`config.mk`:
```
export PLATFORM = sky130hd
export DESIGN_NAME = pwm_pin_override
export DESIGN_NICKNAME = d
export VERILOG_FILES = /design/src/rtl/pwm_ovr_pkg.sv /design/src/rtl/pwm_ovr_regs.sv /design/src/rtl/pwm_pair_mux.sv /design/src/rtl/pwm_dt_delay.sv /design/src/rtl/pwm_pin_override.sv
export SDC_FILE = /design/constraint.sdc
export NUM_CORES = 1
export LEC_CHECK = 0
export ABC_AREA = 1
export ABC_CLOCK_PERIOD_IN_PS = 1700
export BUFFER_PORTS_ARGS = -buffer_cell sky130_fd_sc_hd__buf_2
export CORE_ASPECT_RATIO = 0.75
export CORE_MARGIN = 8
export CORE_UTILIZATION = 57
export CTS_CLUSTER_SIZE = 24
export DETAILED_ROUTE_END_ITERATION = 10
export GPL_TIMING_DRIVEN = 0
export MAX_ROUTING_LAYER = met4
export PLACE_DENSITY_LB_ADDON = 0.3
export SYNTH_ARGS = -nofsm -noshare
export SYNTH_HDL_FRONTEND = slang
export SYNTH_HIERARCHICAL = 1
export SYNTH_SLANG_ARGS = --single-unit
```
`constraint.sdc`:
```
create_clock -name clk -period 1.7 [get_ports clk]
set_input_delay 0.085 -clock clk [delete_from_list [all_inputs] [get_ports clk]]
set_output_delay 0.085 -clock clk [all_outputs]
set_load 0.03 [all_outputs]
```
`src/rtl/pwm_ovr_pkg.sv`:
```
package pwm_ovr_pkg;
  localparam int ADDR_W = 2;
  typedef enum logic [ADDR_W-1:0] {
    REG_OVR = 2'd0,
    REG_CTL = 2'd1,
    REG_DT  = 2'd2
  } reg_sel_e;
endpackage

```
`src/rtl/pwm_ovr_regs.sv`:
```
module pwm_ovr_regs
  import pwm_ovr_pkg::*;
#(
  parameter int NPAIRS = 4,
  parameter int DT_W   = 8,
  localparam int NPIN   = 2 * NPAIRS,
  localparam int WORD_W = 2 * NPIN
) (
  input  logic              clk,
  input  logic              rst_n,
  input  logic              wr_en,
  input  logic [ADDR_W-1:0] wr_addr,
  input  logic [WORD_W-1:0] wr_data,
  input  logic              tb_zero,
  input  logic              tb_period,
  input  logic              center_mode,
  output logic [NPIN-1:0]   ovr_en,
  output logic [NPIN-1:0]   ovr_lvl,
  output logic [NPAIRS-1:0] indep,
  output logic [DT_W-1:0]   dead_cnt
);
  logic [WORD_W-1:0] shadow_q, shadow_nxt, active_q;
  logic              sync_q, sync_evt, wr_ovr;

  assign wr_ovr     = wr_en && (wr_addr == REG_OVR);
  assign shadow_nxt = wr_ovr ? wr_data : shadow_q;
  assign sync_evt   = tb_zero || (center_mode && tb_period);

  always_ff @(posedge clk) begin
    if (!rst_n) begin
      shadow_q <= '0;
      active_q <= '0;
      sync_q   <= 1'b0;
      indep    <= '0;
      dead_cnt <= '0;
    end else begin
      shadow_q <= shadow_nxt;
      if (!sync_q || sync_evt) active_q <= shadow_nxt;
      if (wr_en && wr_addr == REG_CTL) begin
        indep  <= wr_data[NPAIRS-1:0];
        sync_q <= wr_data[NPAIRS];
      end
      if (wr_en && wr_addr == REG_DT) dead_cnt <= wr_data[DT_W-1:0];
    end
  end

  assign ovr_en  = active_q[WORD_W-1:NPIN];
  assign ovr_lvl = active_q[NPIN-1:0];


  ovr_hold_chk: assert property (@(posedge clk) disable iff (!rst_n)
    (sync_q && !sync_evt) |=> $stable(active_q));

  ovr_follow_chk: assert property (@(posedge clk) disable iff (!rst_n)
    (!sync_q && wr_ovr) |=> (active_q == $past(wr_data)));

  ovr_evt_load_chk: assert property (@(posedge clk) disable iff (!rst_n)
    (sync_q && sync_evt && wr_ovr) |=> (active_q == $past(wr_data)));
endmodule

```
`src/rtl/pwm_pair_mux.sv`:
```
module pwm_pair_mux (
  input  logic duty,
  input  logic indep,
  input  logic en_h,
  input  logic en_l,
  input  logic lvl_h,
  input  logic lvl_l,
  output logic src_h,
  output logic src_l
);
  always_comb begin
    src_h = en_h ? lvl_h : duty;
    if (indep) src_l = en_l ? lvl_l : duty;
    else       src_l = en_l ? (lvl_l & ~src_h) : ~src_h;
  end
endmodule

```
`src/rtl/pwm_dt_delay.sv`:
```
module pwm_dt_delay #(
  parameter int DT_W = 8
) (
  input  logic            clk,
  input  logic            rst_n,
  input  logic            src,
  input  logic [DT_W-1:0] dt,
  output logic            q
);
  logic [DT_W-1:0] cnt;

  always_ff @(posedge clk) begin
    if (!rst_n || !src) begin
      q   <= 1'b0;
      cnt <= '0;
    end else if (!q) begin
      if (cnt >= dt) begin
        q   <= 1'b1;
        cnt <= '0;
      end else begin
        cnt <= cnt + 1'b1;
      end
    end
  end


  fall_fast_chk: assert property (@(posedge clk) disable iff (!rst_n)
    !src |=> !q);
endmodule

```
`src/rtl/pwm_pin_override.sv`:
```
module pwm_pin_override
  import pwm_ovr_pkg::*;
#(
  parameter int NPAIRS = 4,
  parameter int DT_W   = 8,
  localparam int NPIN   = 2 * NPAIRS,
  localparam int WORD_W = 2 * NPIN
) (
  input  logic              clk,
  input  logic              rst_n,
  input  logic [NPAIRS-1:0] duty_in,
  input  logic              tb_zero,
  input  logic              tb_period,
  input  logic              center_mode,
  input  logic              wr_en,
  input  logic [ADDR_W-1:0] wr_addr,
  input  logic [WORD_W-1:0] wr_data,
  output logic [NPAIRS-1:0] pin_hi,
  output logic [NPAIRS-1:0] pin_lo
);
  logic [NPIN-1:0]   ovr_en, ovr_lvl;
  logic [NPAIRS-1:0] indep;
  logic [DT_W-1:0]   dead_cnt;

  pwm_ovr_regs #(.NPAIRS(NPAIRS), .DT_W(DT_W)) u_regs (
    .clk(clk), .rst_n(rst_n), .wr_en(wr_en), .wr_addr(wr_addr),
    .wr_data(wr_data), .tb_zero(tb_zero), .tb_period(tb_period),
    .center_mode(center_mode), .ovr_en(ovr_en), .ovr_lvl(ovr_lvl),
    .indep(indep), .dead_cnt(dead_cnt)
  );

  for (genvar k = 0; k < NPAIRS; k++) begin : g_pair
    logic            src_h, src_l;
    logic [DT_W-1:0] dt_eff;

    assign dt_eff = indep[k] ? '0 : dead_cnt;

    pwm_pair_mux u_mux (
      .duty(duty_in[k]), .indep(indep[k]),
      .en_h(ovr_en[2*k+1]), .en_l(ovr_en[2*k]),
      .lvl_h(ovr_lvl[2*k+1]), .lvl_l(ovr_lvl[2*k]),
      .src_h(src_h), .src_l(src_l)
    );

    pwm_dt_delay #(.DT_W(DT_W)) u_dt_h (
      .clk(clk), .rst_n(rst_n), .src(src_h), .dt(dt_eff), .q(pin_hi[k])
    );
    pwm_dt_delay #(.DT_W(DT_W)) u_dt_l (
      .clk(clk), .rst_n(rst_n), .src(src_l), .dt(dt_eff), .q(pin_lo[k])
    );


    comp_excl_chk: assert property (@(posedge clk) disable iff (!rst_n)
      !indep[k] |=> !(pin_hi[k] && pin_lo[k]));
  end


  reset_low_chk: assert property (@(posedge clk)
    !rst_n |=> (pin_hi == '0 && pin_lo == '0));
endmodule

```
* Word-level counts from Yosys, hierarchy flattened
Index checks and enable logic that the tools add are counted.
Word-level totals: flip-flop bits (word level) 117, input port bits 28, output and inout port bits 8, word-level logic and storage cells 117
Cells by class: add/subtract/negate cells 8, $lt $le $gt $ge 8, equal/unequal tests 2, multiplexer cells 45, bitwise logic cells 8, reduce and logical (&&, ||, !) cells 25
Operators by type and width (number):
- 8-bit 2-to-1 mux | 12
- 8-bit by 1-bit adder with 8-bit output (second input constant) | 8
- 8-bit greater-or-equal comparator | 8
- 1-bit 2-to-1 mux | 32
- 16-bit 2-to-1 mux | 1
- 1-bit zero test | 10
- 1-bit logical OR | 10
- 1-bit bitwise AND | 4
- 1-bit logical AND | 4
- 1-bit inverter | 4
- 2-bit by 1-bit equality test with 1-bit output (second input constant) | 1
- 2-bit equality test (second input constant) | 1
- 2-bit zero test | 1

* Depth between registers and ports, before layout
Gate-level depths: netlist of the first run.
word-level depth 7, gate-level depth with buffers 12, gate-level depth less buffers 12

* Modules after synthesis
The synthesis of the first run kept the hierarchy.
Modules (own cells, without submodules):
- pwm_dt_delay (g_pair[0].u_dt_h ...) | times used 7, cells an instance 105, area an instance 711.9 um2, sequential area each 180.2 um2
- pwm_ovr_regs | times used 1, cells an instance 266, area an instance 1908.1 um2, sequential area each 900.9 um2
- pwm_dt_delay (g_pair[2].u_dt_l) | times used 1, cells an instance 105, area an instance 706.9 um2, sequential area each 180.2 um2
- pwm_pair_mux | times used 4, cells an instance 15, area an instance 70.1 um2, sequential area each 0.0 um2
- pwm_pin_override | times used 1, cells an instance 44, area an instance 195.2 um2, sequential area each 0.0 um2

* Least setup slack after synthesis of the first run
OpenSTA, ideal clock, no wires.
kind register to register, from register u_regs.indep[0], to register g_pair[0].u_dt_h.cnt[2], setup time 0.071 ns, data arrival time 1.513 ns, required time 1.629 ns, path slack 0.116 ns, stages on the path, launching flop included 10, path buffers 1, clock period less this slack 1.584 ns, cells stage by stage dfxtp_1 > buf_6 > nor2_1 > inv_1 > ha_1 > nand2_1 > nor2_1 > a21oi_4 > nand3_1 > a21oi_1
Between the ends: word-level cells in the longest chain between the ends 3
RTL lines:
- start: declaration | line pwm_ovr_regs.sv:19 | output logic [NPAIRS-1:0] indep,
- start signal: assignment | line pwm_ovr_regs.sv:40 | indep <= wr_data[NPAIRS-1:0];
- 8-bit 2-to-1 mux | line pwm_pin_override.sv:36 | assign dt_eff = indep[k] ? '0 : dead_cnt;
- via g_pair[0].dt_eff[7] | line pwm_pin_override.sv:34 | logic [DT_W-1:0] dt_eff;
- 8-bit greater-or-equal comparator | line pwm_dt_delay.sv:17 | if (cnt >= dt) begin
- 8-bit 2-to-1 mux | line pwm_dt_delay.sv:17
- end signal: assignment | line pwm_dt_delay.sv:21 | cnt <= cnt + 1'b1;
- end: declaration | line pwm_dt_delay.sv:10 | logic [DT_W-1:0] cnt;
The timed path passes the listed nets, and every way through them passes these cells. A chain may end at the register's enable or synchronous reset.

* Final worst setup path of the first run
from register u_regs.dead_cnt[7], to register g_pair[0].u_dt_l.cnt[2]
Between the ends: word-level cells in the longest chain between the ends 3
RTL lines:
- start: declaration | line pwm_ovr_regs.sv:20 | output logic [DT_W-1:0] dead_cnt
- start signal: assignment | line pwm_ovr_regs.sv:43 | if (wr_en && wr_addr == REG_DT) dead_cnt <= wr_data[DT_W-1:0];
- 8-bit 2-to-1 mux | line pwm_pin_override.sv:36
- via g_pair[0].dt_eff[7] | line pwm_pin_override.sv:34
- 8-bit greater-or-equal comparator | line pwm_dt_delay.sv:17
- 8-bit 2-to-1 mux | line pwm_dt_delay.sv:17
- end signal: assignment | line pwm_dt_delay.sv:21
- end: declaration | line pwm_dt_delay.sv:10
The timed path passes the listed nets, and every way through them passes these cells.

==> impl_metrics.toml, run 1 <==
[power]
p_sw_mw = 2.62
pwr-share-clk_pct = 43.9
seq_power_share_pct = 35.4
p_per_area_nw_per_um2 = 792
intPower_mw = 5.63
peakVddDrop_v = 0.000721
leakagePower_nw = 4.78
sw_frac_of_total_pct = 31.7
power_frac_comb_pct = 20.7

[place]
portBuffers = 34
placedCellCount = 1419
place_congestion = 0.811
hpwl_mm = 13.2

[clock_network]
clk_pin_slew_ns = 0.06
cts_sinks = 117
worstSkewPairLatency_ns = 0.42
htreeDepth = 4
numCtsBuffers = 17
clock-root-buffer = "clkbuf_16"
tritoncts = "built"
ctsLongestPathBuffers = 2

[layout]
utilization_pct = 75.4
final_nets = 1395
antennaDiodeCount = 0
syn_to_final_growth_pct = 28.9
instances_no_fill = 1483
drive_above_1_share_pct = 26.5

[yosys]
synth_top_family_by_area = "simple AND/OR/NAND/NOR gates"
synth_simple_gate_area_share_pct = 33.5
synth_top_area_share_pct = 29.0
synth_area_sq_um = 8070
synth.cells.most_frequent = "nand2_1, inv_1, nand3_1, dfxtp_1, a21oi_1"
synth_fp_nets = 1310
synth_compound_area_share_pct = 9.42
synth_xor_xnor_area_share_pct = 2.60
synth_seq_cells = 117
synth_top_cell_by_area = "dfxtp_1"
ys_seq_area_share_pct = 29.0
syn_inst = 1210
avgSynthCellArea_sq_um = 6.67
synth_flop_cell = "dfxtp_1"
synthAdderAreaFrac_pct = 11.2
ys_async_sr_fraction_pct = 0
synth_mux_area_share_pct = 0
synth_edf_count = 0
synth_area_leaders = "dfxtp_1, nand2_1, inv_1"
yosysWarnings = 6
synth.distinct_cells = 24
synth.most_common_cell = "nand2_1"

[setup_path]
cp_max_fo = 5
cp.arrival_ns = 2.18
worst-setup-path-type = "reg2reg"
r2r-start = "u_regs/dead_cnt[7]$_SDFFE_PN0P_"
crit_required_ns = 2.05
r2r_slack_ns = -0.13
cp-end-kind = "flop"
crit_start = "u_regs/dead_cnt[7]$_SDFFE_PN0P_"
start_kind = "flop"
rr_endpoint = "g_pair[0].u_dt_l/cnt[2]$_SDFFE_PP0N_"
reg2reg_depth = 10

[worst_hold_path]
whs_path_depth = 4
min_to = "u_regs/shadow_q[14]$_SDFF_PN0_"
hold_path.class = "in2reg"
hp-start = "wr_addr[1]"

[global_route]
grt_max_degree = 17
grt_pass1_wl_mm = 35.2
grt_overflow = 0
grt_pass1_vias = 7419
grt_usage_pct = 23.9
antenna_found_initial = 0

[timing]
finalSetupTns_ns = -3.65
fin_worst_skew_ns = 0.0102
fin_hold_ws_ns = 0.0554
clock.fmax_mhz = 547
setup_viol = 59
rsz0062_at_grt = "yes"
setup_ws_ns = -0.129
post-route-min-period_ns = 1.83
hold_viol = 0
worst_slew_pin_slew_ns = 0.487
slew_violations = 0
slew-limit-headroom_pct = 67.5
post-route-period-util_pct = 108

[routing]
firstDrtPassIters = 6
drc = 0
vias = 8023
wl_per_cell_um = 15.1
via_per_inst = 5.41
drtIter0Drc = 543
drtAntennaViolNets = 0
wirelength_mm = 22.4

[floorplanning]
dieHeight_um = 119
core_sq_um = 13800
rows = 37
pin_count = 36
dieArea_sq_um = 18300
die_w_um = 153
start_util_pct = 58.5

[outcome]
status = "finished with violations"
violations = "setup timing"

[job]
drv_cap = 0
==> repair_timing <==
item | in CTS | in global routing
endpoints found under the setup margin | 72 | 72
hold buffers | 16 | 0
cloned | 13 | 2
hold endpoints to repair | 23 | 0
buffers inserted | 1 | 0
resized for setup | 112 | 125
pin swaps | 45 | 68
==> worst max-delay path by stage <==
stage                                            to  slack [ns]  depth (start not counted)
4_1_cts        g_pair[0].u_dt_l/cnt[4]$_SDFFE_PP0N_       -0.02                         10
3_5_place_dp   g_pair[0].u_dt_h/cnt[7]$_SDFFE_PP0N_       -0.24                          9
5_1_grt        g_pair[2].u_dt_l/cnt[3]$_SDFFE_PP0N_       -0.18                         10
6_report       g_pair[0].u_dt_l/cnt[2]$_SDFFE_PP0N_       -0.13                         10
2_1_floorplan  g_pair[0].u_dt_h/cnt[2]$_SDFFE_PP0N_        0.12                          9
3_3_place_gp   g_pair[0].u_dt_h/cnt[4]$_SDFFE_PP0N_       -0.21                          9
==> kinds of logic after synthesis <==
group / after synthesis
AOI/OAI and AO/OA: 130
adders and majority gates: 72
and+or+nand+nor: 588
DFF: 117
buffers and inverters: 279
xor gates and xnor gates: 24
==> layer usage <==
metal	global-route usage, %	up-vias	routed length, um
met5	-	-	0
met4	8.49	0	467
met3	5.74	44	1420
met2	37.6	287	10600
met1	29.5	3717	9870
li1	-	3975	-
==> critical path, stage by stage, from the launching register on <==
cell        delay (ns)
dfxtp_2           0.35
clkinvlp_4        0.10
buf_12            0.15
nor2_4            0.16
inv_2             0.06
ha_4              0.24
nand3_4           0.09
nand3_4           0.11
a21oi_4           0.21
nand3_1           0.13
a21oi_2           0.14
==> final cells by class <==
cell class / count / area (sq um)
multi-input cells: 829 / 5720
clock buffers: 18 / 439
plain buffers: 23 / 199
flip-flops and latches: 117 / 2350
clock inverters: 14 / 154
inverters: 256 / 965
repair buffers: 51 / 350
fillers: 1004 / 3390
well taps: 175 / 219
==> stage by stage <==
| stage | setup slack, ns | power, mW | cell area [sq um] |
|---|---|---|---|
| 2_1_floorplan | 0.116 | 3.86 | 8070 |
| 3_3_place_gp | -0.207 | 4.14 | 8460 |
| 3_5_place_dp | -0.239 | 4.17 | 8460 |
| 4_1_cts | -0.0242 | 8.06 | 9870 |
| 5_1_grt | -0.181 | 8.58 | 10400 |
| 6_report | -0.129 | 8.24 | 10400 |
==> state kept, by name (all words and copies together), names as in the netlist <==
register and flops:
g_pair.u_dt_h/cnt 32, g_pair.u_dt_h/q 4, g_pair.u_dt_l/cnt 32, g_pair.u_dt_l/q 4, u_regs/active_q 16, u_regs/dead_cnt 8, u_regs/indep 4, u_regs/shadow_q 16
u_regs/sync_q 1
==> power by group through the flow <==
| stage | clock, mW | combinational, mW | sequential [mW] |
|---|---|---|---|
| after floorplan | 0 | 0.858 | 3.00 |
| after global placement | 0 | 1.18 | 2.97 |
| after detailed placement | 0 | 1.20 | 2.97 |
| after CTS | 3.67 | 1.47 | 2.91 |
| after global routing | 3.81 | 1.84 | 2.93 |
| final | 3.62 | 1.71 | 2.92 |
==> cells in the final DEF, fill, tap and decap left out, drive strengths merged <==
cell type    count
a21oi          117
and2             4
buf             55
bufinv           2
clkbuf          21
clkinv           8
clkinvlp         3
dfxtp          117
dlygate4sd3     16
ha              72
inv            257
nand2          327
nand3          157
nand4            8
nor2            99
o21ai           13
o21bai           8
xnor2            8
xor2            16
Power figures use the tool's default switching activity.
==> run 2: changes to the inputs <==
--- a/config.mk
+++ b/config.mk
@@ -6,17 +6,17 @@
 export NUM_CORES = 1
 export LEC_CHECK = 0
 export ABC_AREA = 1
-export ABC_CLOCK_PERIOD_IN_PS = 1700
+export ABC_CLOCK_PERIOD_IN_PS = 2100
 export BUFFER_PORTS_ARGS = -buffer_cell sky130_fd_sc_hd__buf_2
 export CORE_ASPECT_RATIO = 0.75
 export CORE_MARGIN = 8
-export CORE_UTILIZATION = 57
+export CORE_UTILIZATION = 62
 export CTS_CLUSTER_SIZE = 24
 export DETAILED_ROUTE_END_ITERATION = 10
 export GPL_TIMING_DRIVEN = 0
 export MAX_ROUTING_LAYER = met4
 export PLACE_DENSITY_LB_ADDON = 0.3
+export RECOVER_POWER = 100
 export SYNTH_ARGS = -nofsm -noshare
 export SYNTH_HDL_FRONTEND = slang
-export SYNTH_HIERARCHICAL = 1
 export SYNTH_SLANG_ARGS = --single-unit
==> constraint.sdc (replaced) <==
create_clock -name clk -period 2.1 [get_ports clk]
set_input_delay 0.105 -clock clk [delete_from_list [all_inputs] [get_ports clk]]
set_output_delay 0.105 -clock clk [all_outputs]
set_load 0.03 [all_outputs]
==> impl_metrics.toml, run 2 <==
[setup_path]
cp_top_family = "compound AO/OA/AOI/OAI gates"
cp-endpoint = "g_pair[0].u_dt_l.cnt[1]$_SDFFE_PP0N_"
worst-setup-path-type = "reg2reg"
r2r-start = "u_regs.indep[0]$_SDFFE_PN0P_"
critPathSlowestCell = "dfxtp_1"
r2r_slack_ns = 0.14
crit_cells = 8
rr_endpoint = "g_pair[0].u_dt_l.cnt[1]$_SDFFE_PP0N_"
reg2reg_depth = 8
crit_top_cell = "nand2_1"
cp.arrival_ns = 2.31
start_kind = "flop"
cp-end-kind = "flop"
worstPathCellList = "clkinv_1 -> nand2_1 -> ha_1 -> nand2_1 -> nor2_1 -> a21oi_2 -> nand3_1 -> a21oi_1"
crit_required_ns = 2.44
worst_path_largest_cell_delay_ns = 0.39
crit_start = "u_regs.indep[0]$_SDFFE_PN0P_"
cp_num_buf_inv = 1
cp_max_fo = 9

[layout]
final_common_cell = "nand2_1"
most-common-layout-cells = "nand2_1, inv_1, dfxtp_1, a21oi_1, nand3_1"
reg_top3 = "g_pair.u_dt_h.cnt: 32 flops, g_pair.u_dt_l.cnt: 32 flops"
final_nets = 1222
antennaDiodeCount = 0
drive_above_1_share_pct = 9.87
fill_cells = 900
syn_to_final_growth_pct = 15.2

[global_route]
grt_usage_pct = 24.8
grt_max_degree = 17
grt_pass1_vias = 6377
antenna_found_initial = 0
grt_pass1_wl_mm = 30.2
grt_overflow = 0

[timing]
slew-limit-headroom_pct = 64.5
worst_slew_pin_slew_ns = 0.532
setup_viol = 0
slew_violations = 0
fin_worst_skew_ns = 0.0134
hold_viol = 0
post-route-min-period_ns = 1.96
fin_hold_ws_ns = 0.177
clock.fmax_mhz = 510
rsz0062_at_grt = "no"
post-route-period-util_pct = 93.4
finalSetupTns_ns = 0

[floorplanning]
core_sq_um = 11600
dieArea_sq_um = 15600
rows = 34
pin_count = 36
dieHeight_um = 110
die_w_um = 141
start_util_pct = 63.2

[clock_network]
cts_sinks = 117
ctsLongestPathBuffers = 2
worstSkewPairLatency_ns = 0.42
numCtsBuffers = 17
clock-root-buffer = "clkbuf_16"
htreeDepth = 4
clk_pin_slew_ns = 0.06
tritoncts = "built"
cts_setup_buffers = 0

[yosys]
yosysWarnings = 0
synth_area_sq_um = 7320
avgSynthCellArea_sq_um = 6.96
ys_seq_area_share_pct = 32.0
synth_fp_nets = 1152
synth.most_common_cell = "nand2_1"
synth.cells.most_frequent = "nand2_1, inv_1, dfxtp_1, a21oi_1, nand3_1"
syn_inst = 1052
synth_edf_count = 0
synth_flop_cell = "dfxtp_1"
synth_top_area_share_pct = 32.0
synth.distinct_cells = 30
ys_async_sr_fraction_pct = 0
synth_seq_cells = 117
synth_area_leaders = "dfxtp_1, nand2_1, ha_1"
synth_top_cell_by_area = "dfxtp_1"

[place]
hpwl_mm = 12.1
place_congestion = 0.862
portBuffers = 35

[routing]
drtAntennaViolNets = 0
drtIter0Drc = 528
via_per_inst = 5.35
firstDrtPassIters = 5
wirelength_mm = 18.0
drc = 0
vias = 6943
wl_per_cell_um = 13.9

[outcome]
status = "finished clean"

[job]
drv_cap = 0

[worst_hold_path]
hold_path.class = "in2reg"

[power]
peakVddDrop_v = 0.000624
leakagePower_nw = 3.99
p_per_area_nw_per_um2 = 766
-- run 2: area by class of cell --
class                   count  area [sq um]  share of cell area (%)
repair buffers             51           323                    3.83
plain buffers              28           191                    2.27
clock buffers              17           425                    5.05
clock inverters            15           205                    2.43
well taps                 162           203                    2.40
inverters                 146           556                    6.59
multi-input cells         761          4180                    49.6
flip-flops and latches    117          2340                    27.8
-- run 2: worst register-to-register path, cell delays in order (launching register included) --
cell	delay (ns)
dfxtp_1	0.39
clkinv_1	0.23
nand2_1	0.18
ha_1	0.27
nand2_1	0.11
nor2_1	0.06
a21oi_2	0.37
nand3_1	0.13
a21oi_1	0.15
-- run 2: power breakdown --
part / internal [mW] / switching, mW
Combinational: 0.325 / 0.631
Clock: 1.99 / 1.12
Sequential: 2.31 / 0.0800
Total: 4.63 / 1.83
-- run 2: worst min path at each step --
stage,from,end,slack (ns),cells past startpoint
floorplan,wr_data[0],u_regs.shadow_q[0]$_SDFF_PN0_,0.25,2
global placement,wr_data[15],u_regs.shadow_q[15]$_SDFF_PN0_,0.37,3
detailed placement,wr_data[13],u_regs.shadow_q[13]$_SDFF_PN0_,0.38,3
CTS,wr_en,u_regs.shadow_q[0]$_SDFF_PN0_,0.14,5
global route,wr_addr[1],u_regs.indep[3]$_SDFFE_PN0P_,0.20,4
finish,wr_addr[1],u_regs.sync_q$_SDFFE_PN0P_,0.18,4
-- run 2: through the flow --
step           cell area, sq um  setup WS (ns)  instances  total power, mW  utilization (%)
6_report                   8430          0.138       1297             6.46             72.8
5_1_grt                    8430        0.00782       1297             6.70             72.8
4_1_cts                    8490          0.180       1297             6.49             73.3
3_5_place_dp               7690          0.210       1249             3.36             66.5
3_3_place_gp               7690          0.279       1249             3.33             66.5
2_1_floorplan              7320          0.591       1052             3.11                -
-- run 2: logic make-up after synthesis --
kind of cell	synth area share, %
buffers and inverters	10.2
AO/OA/AOI/OAI	13.8
flip-flops	32.0
adder cells (fa/ha/maj)	12.3
AND/OR/NAND/NOR	29.6
XOR/XNOR	2.15
-- run 2: metal layers --
metal	vias to the layer above	track usage, %	share of wire, %
li1	3551	-	-
met1	3121	31.5	47
met2	234	38.5	44
met3	37	5.55	6.6
met4	0	8.79	1.8
met5	-	-	0
-- run 2: timing repair --
action                     in CTS  in global routing
setup endpoints to repair       0                  9
gates resized for setup         0                  2
hold buffers                   16                  0
hold endpoints to repair       16                  0
==> run 3: changes to the inputs <==
--- a/config.mk
+++ b/config.mk
@@ -8,7 +8,6 @@
 export ABC_AREA = 1
 export ABC_CLOCK_PERIOD_IN_PS = 2100
 export BUFFER_PORTS_ARGS = -buffer_cell sky130_fd_sc_hd__buf_2
-export CORE_ASPECT_RATIO = 0.75
 export CORE_MARGIN = 8
 export CORE_UTILIZATION = 62
 export CTS_CLUSTER_SIZE = 24
==> impl_metrics.toml, run 3 (synthesis results as in run 2) <==
[timing]
hold_viol = 0
finalSetupTns_ns = 0
fin_hold_ws_ns = 0.0221
rsz0062_at_grt = "no"
setup_viol = 0
post-route-period-util_pct = 91.2
post-route-min-period_ns = 1.92
clock.fmax_mhz = 522
worst_slew_pin_slew_ns = 0.577
slew_violations = 0
slew-limit-headroom_pct = 61.5
fin_worst_skew_ns = 0.0122

[setup_path]
cp-end-kind = "flop"
start_kind = "flop"
rr_endpoint = "g_pair[0].u_dt_h.cnt[7]$_SDFFE_PP0N_"
r2r_slack_ns = 0.18
crit_required_ns = 2.43
r2r-start = "u_regs.dead_cnt[7]$_SDFFE_PN0P_"
cp_max_fo = 9
reg2reg_depth = 7
cp.arrival_ns = 2.25
worst-setup-path-type = "reg2reg"

[routing]
wl_per_cell_um = 13.8
drc = 0
via_per_inst = 5.44
vias = 6899
drtAntennaViolNets = 0
firstDrtPassIters = 5
drtIter0Drc = 524
wirelength_mm = 17.5

[layout]
most-common-layout-cells = "nand2_1, inv_1, dfxtp_1, a21oi_1, nand3_1"
syn_to_final_growth_pct = 12.5
instances_no_fill = 1269
drive_above_1_share_pct = 9.24
fill_cells = 917
final_nets = 1217
final_common_cell = "nand2_1"
antennaDiodeCount = 0
reg_top3 = "g_pair.u_dt_h.cnt: 32 flops, g_pair.u_dt_l.cnt: 32 flops"

[clock_network]
tritoncts = "built"
cts_hold_repair.buffers = 11
cts_sinks = 117
numCtsBuffers = 17
clk_pin_slew_ns = 0.05
htreeDepth = 4
cts_setup_buffers = 0
worstSkewPairLatency_ns = 0.42
ctsLongestPathBuffers = 2
clock-root-buffer = "clkbuf_16"
cts_resized = 0

[worst_hold_path]
whs_path_depth = 3
hold_path.class = "in2reg"
hp-start = "wr_data[6]"
min_to = "u_regs.shadow_q[6]$_SDFF_PN0_"

[global_route]
grt_usage_pct = 22.8
grt_pass1_wl_mm = 29.4
grt_overflow = 0
grt_pass1_vias = 6262
antenna_found_initial = 0
grt_max_degree = 17

[place]
placedCellCount = 1230
hpwl_mm = 11.8
place_congestion = 0.847
portBuffers = 35

[power]
leakagePower_nw = 3.91
p_per_area_nw_per_um2 = 709
peakVddDrop_v = 0.000612

[floorplanning]
rows = 39
dieArea_sq_um = 15500
core_sq_um = 11500
start_util_pct = 63.8
dieHeight_um = 125
die_w_um = 125
pin_count = 36

[job]
drv_cap = 0

[outcome]
status = "finished clean"
-- run 3: changes by cell type in the layout (fill, tap and decap cells not counted) --
cell           delta
a21oi_2           -2
a21oi_4           +2
bufinv_16         -4
clkbuf_1          +3
clkbuf_8          +2
clkinv_1          +2
clkinv_2          +2
clkinv_4          -4
clkinvlp_4        -3
dlygate4sd3_1     -5
inv_6             -1
inv_8             -1
nand2_1           -1
nand2_2           +1
-- run 3: worst max-delay path, stage by stage, from the launching register on --
cell and delay, ns:
dfxtp_1 0.56, nand2_1 0.17, ha_1 0.35, nand2_1 0.12
nor2_1 0.07, a21oi_4 0.28, nand3_1 0.11, a21oi_1 0.16
-- run 3: through the flow --
stage                     power [mW]  instance area [sq um]  utilization (%)  setup slack, ns
after floorplan                 3.11                   7320                -            0.591
after global placement          3.33                   7670             66.9            0.306
after detailed placement        3.36                   7670             66.9            0.247
after CTS                       5.85                   8280             72.2            0.200
after global routing            6.06                   8230             71.8           0.0241
final                           5.84                   8230             71.8            0.185
-- run 3: layer usage --
layer	share of wire, %	global-route usage [%]	routed length (um)
met1	46	29.1	8000
met2	47	35.3	8150
met3	5.7	3.66	993
met4	2.1	9.00	367
met5	0	-	0
-- run 3: area by class of cell --
type / instances / area (sq um) / area share, %
multi-input cells: 761 / 4200 / 51.0
flip-flops and latches: 117 / 2340 / 28.5
inverters: 146 / 548 / 6.66
clock buffers: 22 / 464 / 5.64
repair buffers: 46 / 273 / 3.31
plain buffers: 28 / 191 / 2.33
well taps: 143 / 179 / 2.17
clock inverters: 6 / 32.5 / 0.395
-- run 3: how the worst max path moves through the flow --
stage / from / to / slack [ns]
after CTS: u_regs.indep[3]$_SDFFE_PN0P_ / g_pair[3].u_dt_h.cnt[6]$_SDFFE_PP0N_ / 0.20
final: u_regs.dead_cnt[7]$_SDFFE_PN0P_ / g_pair[0].u_dt_h.cnt[7]$_SDFFE_PP0N_ / 0.18
after global routing: u_regs.indep[3]$_SDFFE_PN0P_ / g_pair[3].u_dt_l.cnt[5]$_SDFFE_PP0N_ / 0.02
after floorplan: u_regs.indep[0]$_SDFFE_PN0P_ / g_pair[0].u_dt_l.cnt[2]$_SDFFE_PP0N_ / 0.59
after detailed placement: u_regs.dead_cnt[7]$_SDFFE_PN0P_ / g_pair[0].u_dt_h.cnt[7]$_SDFFE_PP0N_ / 0.25
after global placement: u_regs.dead_cnt[7]$_SDFFE_PN0P_ / g_pair[0].u_dt_l.cnt[7]$_SDFFE_PP0N_ / 0.31
-- run 3: report_power, final --
group | total [mW] | leakage (nW) | switching (mW) | internal [mW]
Combinational | 0.947 | 2.71 | 0.627 | 0.320
Clock | 2.50 | 0.247 | 0.972 | 1.53
Sequential | 2.39 | 0.951 | 0.0789 | 2.31
